### src/rtl/evt_timer_pkg.sv
package evt_timer_pkg;
  localparam int ADDR_W = 3;
  localparam int MODE_W = 4;
  localparam int STAT_W = 8;

  localparam int MB_CNT_EN  = 0;
  localparam int MB_REF_IE  = 1;
  localparam int MB_CAP_IE  = 2;
  localparam int MB_CAP_FALL = 3;

  localparam int SB_CAP = 0;
  localparam int SB_REF = 1;

  typedef enum logic [ADDR_W-1:0] {
    ADR_MODE  = 3'd0,
    ADR_COUNT = 3'd1,
    ADR_REF   = 3'd2,
    ADR_CAPT  = 3'd3,
    ADR_STAT  = 3'd4
  } regAddr_e;

  typedef struct packed {
    logic       modeWr;
    logic       refWr;
    logic       cntClr;
    logic [1:0] flagClr;
    logic       capHit;
  } dpStrobe_t;
endpackage

### src/rtl/evt_timer_ctrl.sv
module evt_timer_ctrl
  import evt_timer_pkg::*;
#(
  parameter int SYNC_STAGES = 2
) (
  input  logic              clk,
  input  logic              rstN,
  input  logic              busSel,
  input  logic              busWr,
  input  logic [ADDR_W-1:0] busAddr,
  input  logic [1:0]        clrBits,
  input  logic              capIn,
  input  logic              capFalling,
  output dpStrobe_t         strobe
);
  logic [SYNC_STAGES-1:0] syncQ;
  logic capPrev;
  logic capLevel;
  logic wrEn;

  generate
    for (genvar g = 0; g < SYNC_STAGES; g++) begin : g_sync
      if (g == 0) begin : g_first
        always_ff @(posedge clk or negedge rstN) begin
          if (!rstN) syncQ[0] <= 1'b0;
          else       syncQ[0] <= capIn;
        end
      end else begin : g_next
        always_ff @(posedge clk or negedge rstN) begin
          if (!rstN) syncQ[g] <= 1'b0;
          else       syncQ[g] <= syncQ[g-1];
        end
      end
    end
  endgenerate

  assign capLevel = syncQ[SYNC_STAGES-1];

  always_ff @(posedge clk or negedge rstN) begin
    if (!rstN) capPrev <= 1'b0;
    else       capPrev <= capLevel;
  end

  assign wrEn = busSel & busWr;

  always_comb begin
    strobe         = '0;
    strobe.modeWr  = wrEn && (busAddr == ADR_MODE);
    strobe.refWr   = wrEn && (busAddr == ADR_REF);
    strobe.cntClr  = wrEn && (busAddr == ADR_COUNT);
    strobe.flagClr = (wrEn && (busAddr == ADR_STAT)) ? clrBits : 2'b00;
    strobe.capHit  = capFalling ? (!capLevel && capPrev) : (capLevel && !capPrev);
  end
endmodule

### src/rtl/evt_timer_dp.sv
module evt_timer_dp
  import evt_timer_pkg::*;
#(
  parameter int CNT_W = 16
) (
  input  logic              clk,
  input  logic              rstN,
  input  dpStrobe_t         strobe,
  input  logic [CNT_W-1:0]  wdata,
  input  logic [ADDR_W-1:0] rdAddr,
  output logic [CNT_W-1:0]  rdData,
  output logic              irq,
  output logic              capFalling,
  output logic [CNT_W-1:0]  cntVal,
  output logic [CNT_W-1:0]  refVal,
  output logic [MODE_W-1:0] modeVal,
  output logic              refFlag,
  output logic              capFlag
);
  logic [CNT_W-1:0]  cntQ;
  logic [CNT_W-1:0]  refQ;
  logic [CNT_W-1:0]  capQ;
  logic [MODE_W-1:0] modeQ;
  logic              refFlagQ;
  logic              capFlagQ;
  logic              incr;
  logic [CNT_W-1:0]  cntNext;
  logic              refHit;
  logic [STAT_W-1:0] statusVec;

  assign incr    = modeQ[MB_CNT_EN] & ~strobe.cntClr;
  assign cntNext = cntQ + 1'b1;
  assign refHit  = incr && (cntNext == refQ);

  always_ff @(posedge clk or negedge rstN) begin
    if (!rstN)              cntQ <= '0;
    else if (strobe.cntClr) cntQ <= '0;
    else if (incr)          cntQ <= cntNext;
  end

  always_ff @(posedge clk or negedge rstN) begin
    if (!rstN)             refQ <= '0;
    else if (strobe.refWr) refQ <= wdata;
  end

  always_ff @(posedge clk or negedge rstN) begin
    if (!rstN)              modeQ <= '0;
    else if (strobe.modeWr) modeQ <= wdata[MODE_W-1:0];
  end

  always_ff @(posedge clk or negedge rstN) begin
    if (!rstN)              capQ <= '0;
    else if (strobe.capHit) capQ <= cntQ;
  end

  always_ff @(posedge clk or negedge rstN) begin
    if (!rstN) begin
      refFlagQ <= 1'b0;
      capFlagQ <= 1'b0;
    end else begin
      refFlagQ <= refHit        | (refFlagQ & ~strobe.flagClr[SB_REF]);
      capFlagQ <= strobe.capHit | (capFlagQ & ~strobe.flagClr[SB_CAP]);
    end
  end

  assign statusVec = {{(STAT_W-2){1'b0}}, refFlagQ, capFlagQ};

  always_comb begin
    case (rdAddr)
      ADR_MODE:  rdData = CNT_W'(modeQ);
      ADR_COUNT: rdData = cntQ;
      ADR_REF:   rdData = refQ;
      ADR_CAPT:  rdData = capQ;
      ADR_STAT:  rdData = CNT_W'(statusVec);
      default:   rdData = '0;
    endcase
  end

  assign irq = (refFlagQ & modeQ[MB_REF_IE]) | (capFlagQ & modeQ[MB_CAP_IE]);

  assign capFalling = modeQ[MB_CAP_FALL];
  assign cntVal     = cntQ;
  assign refVal     = refQ;
  assign modeVal    = modeQ;
  assign refFlag    = refFlagQ;
  assign capFlag    = capFlagQ;
endmodule

### src/rtl/evt_timer.sv
module evt_timer
  import evt_timer_pkg::*;
#(
  parameter int CNT_W       = 16,
  parameter int SYNC_STAGES = 2
) (
  input  logic              clk,
  input  logic              rstN,
  input  logic              busSel,
  input  logic              busWr,
  input  logic [ADDR_W-1:0] busAddr,
  input  logic [CNT_W-1:0]  busWdata,
  output logic [CNT_W-1:0]  busRdata,
  input  logic              capIn,
  output logic              irq
);
  dpStrobe_t         strobe;
  logic              capFalling;
  logic [CNT_W-1:0]  cntVal;
  logic [CNT_W-1:0]  refVal;
  logic [MODE_W-1:0] modeVal;
  logic              refFlag;
  logic              capFlag;

  evt_timer_ctrl #(.SYNC_STAGES(SYNC_STAGES)) u_ctrl (
    .clk        (clk),
    .rstN       (rstN),
    .busSel     (busSel),
    .busWr      (busWr),
    .busAddr    (busAddr),
    .clrBits    (busWdata[1:0]),
    .capIn      (capIn),
    .capFalling (capFalling),
    .strobe     (strobe)
  );

  evt_timer_dp #(.CNT_W(CNT_W)) u_dp (
    .clk        (clk),
    .rstN       (rstN),
    .strobe     (strobe),
    .wdata      (busWdata),
    .rdAddr     (busAddr),
    .rdData     (busRdata),
    .irq        (irq),
    .capFalling (capFalling),
    .cntVal     (cntVal),
    .refVal     (refVal),
    .modeVal    (modeVal),
    .refFlag    (refFlag),
    .capFlag    (capFlag)
  );
endmodule

### config.mk
export PLATFORM = sky130hd
export DESIGN_NAME = evt_timer
export DESIGN_NICKNAME = d
export VERILOG_FILES = /design/src/rtl/evt_timer_pkg.sv /design/src/rtl/evt_timer_ctrl.sv /design/src/rtl/evt_timer_dp.sv /design/src/rtl/evt_timer.sv
export SDC_FILE = /design/constraint.sdc
export NUM_CORES = 1
export LEC_CHECK = 0
export BUFFER_PORTS_ARGS = -buffer_cell sky130_fd_sc_hd__buf_2
export CAP_MARGIN = 5
export CORE_MARGIN = 4
export CORE_UTILIZATION = 35
export CTS_CLUSTER_SIZE = 40
export DETAILED_ROUTE_END_ITERATION = 10
export SKIP_CTS_REPAIR_TIMING = 1
export SYNTH_ARGS = -nofsm -noshare
export SYNTH_HDL_FRONTEND = slang
export SYNTH_HIERARCHICAL = 1
export SYNTH_SLANG_ARGS = --single-unit
### constraint.sdc
create_clock -name clk -period 3.3 [get_ports clk]
set_input_delay 0.165 -clock clk [delete_from_list [all_inputs] [get_ports clk]]
set_output_delay 0.165 -clock clk [all_outputs]
set_load 0.01 [all_outputs]
==> summary.txt <==
period utilization: 69.2%
clock root buffer master: clkbuf_8
Worst Hold Launch: busWdata[13]
final core occ: 40.2%
Hold Path Cell Cnt: 2
setup slack, reg-to-reg: 1.02 ns
Num CTS Buffers: 9
HP Class: input pin to flop
largest net degree at the start of global routing: 39
Hold Path End: u_dp/refVal[13]
Rows: 36
leading cell type in the layout, fill and taps excluded: dfrtp_1
CTS tree: yes
final setup fails: 0
max cap viols: 0
Comb power frac: 29.5%
Max Clk Rate: 438 MHz
remaining global-route overflow: 0
Worst Slack Setup Final: 1.02 ns
Mapped Nets: 351
Worst EP required: 3.54 ns
Port Buffers: 40
leakage power: 1.66 nW
run status: finished, final reports clean
fin area: 3900 µm²
first-pass GRT wire length: 13400 µm
detailed-route DRC error count: 0
endpoint class of the critical path: flop
antenna fix cells: 0
Setup WS pre-CTS: 1.06 ns
PwrDens: 666 nW/µm²
worst slew pin tran: 1.00 ns
crit start category: flop
hold slack: 0.0543 ns
core area: 9680 µm²
CP Class: flop to flop
clk_skew: 0.0116 ns
most frequent cells in the layout: dfrtp_1 (57), mux2_2 (49), buf_2 (40), nor2_1 (35), xor2_1 (17)
Die ar.: 11500 µm²
worst r2r path cells: 7
gr usage total: 14.7%
vias: 2548
WL per Instance: 15.9 µm
Post-DP Area: 3680 µm²
initial drt markers: 160
H-tree depth: 3
setup repair after global routing missed its margin: no
R2R Path End: u_dp/refFlag
worst r2r src: u_dp/cntVal[0]
Final Net Count: 382
gp weighted congestion: 0.853
share of post-route cells with drive strength above 1: 34.0%
DRT Pass-1 Iters: 4
Flop pwr share: 45.4%
CP max FO: 10
NetSw: 0.927 mW
clk buf depth: 2
initial antenna violation count: 0
# clock sinks: 57
Tmin final: 2.28 ns
placed instance count: 477
vias in the first global route: 2542
die outline height: 107 µm
Clock Latency Late Sink: 0.34 ns
Final Non-Filler Cells: 495
Post-DRT Antenna Nets: 0
Clk pin slew, worst setup/hold paths: 0.07 ns
fin. max-slew vios: 0
Rel. slew slack: 32.7%
Layout area overhead: 12.6%
post-DP HPWL: 5450 µm
Int Power: 1.67 mW
sw frac: 35.7%
Final Hold Viols: 0
post-synthesis cell count: 326
mapped cell area: 3460 µm²
Die X: 107 µm
Routed Wire Length: 7880 µm
Syn. warnings: 6
Setup TNS: 0 ns
Max VDD drop: 267 µV
CP arrival: 2.53 ns
Power, Total: 2.59 mW
initial core utilization: 35.7%
power share of the clock group: 25.1%
Ports: 41
syn avg cell area: 10.6 µm²
post-DR vias/cell: 5.15
-- worst max-delay path, cell delays in order (launching register included) --
cell       delay [ns]
dfrtp_1          0.54
ha_1             0.41
nand4_4          0.18
nor2_4           0.22
a21oi_1          0.09
a2111oi_0        0.40
nand3_1          0.15
o31ai_2          0.19
-- state kept, by name, summed over array words and instances, names as in the netlist --
register	flops
u_dp/refVal	16
u_dp/capFlag	1
u_ctrl/capLevel	1
u_dp/cntVal	16
u_ctrl/capPrev	1
u_ctrl/syncQ	1
u_dp/capQ	16
u_dp/refFlag	1
u_dp/modeVal	4
-- routing by layer --
| metal | global-route usage [%] | part of all wire, % | up-vias |
|---|---|---|---|
| met3 | 3.84 | 3.7 | 4 |
| met2 | 22.4 | 47 | 53 |
| li1 | - | - | 1224 |
| met4 | 4.78 | 0.67 | 0 |
| met1 | 20.5 | 49 | 1267 |
| met5 | 0 | 0 | - |
-- power groups by stage --
stage	Sequential, mW	Clock (mW)	Combinational [mW]
after detailed placement	1.19	0	0.757
final	1.18	0.652	0.765
after global routing	1.22	0.708	0.843
after floorplan	1.01	0	0.774
after CTS	1.17	0.673	0.763
after global placement	1.17	0	0.749
-- final cells by class --
cell class,count,area [µm²]
sequential,57,1430
timing repair buffer,46,250
tap,133,166
fill,977,5790
clock buffer,11,141
clock inverter,5,55.1
inverter,5,18.8
multi-input combinational,238,1840
-- worst max path at each step --
stage | from | endpoint | slack [ns]
detailed placement | u_dp/cntVal[0] | u_dp/refFlag | 1.06
global placement | u_dp/cntVal[0] | u_dp/refFlag | 1.16
finish | u_dp/cntVal[0] | u_dp/refFlag | 1.02
CTS | u_dp/cntVal[0] | u_dp/refFlag | 1.06
global route | u_dp/cntVal[0] | u_dp/refFlag | 0.83
floorplan | u_dp/cntVal[1] | u_dp/refFlag | 1.40
(Power assumes the default switching activity.)
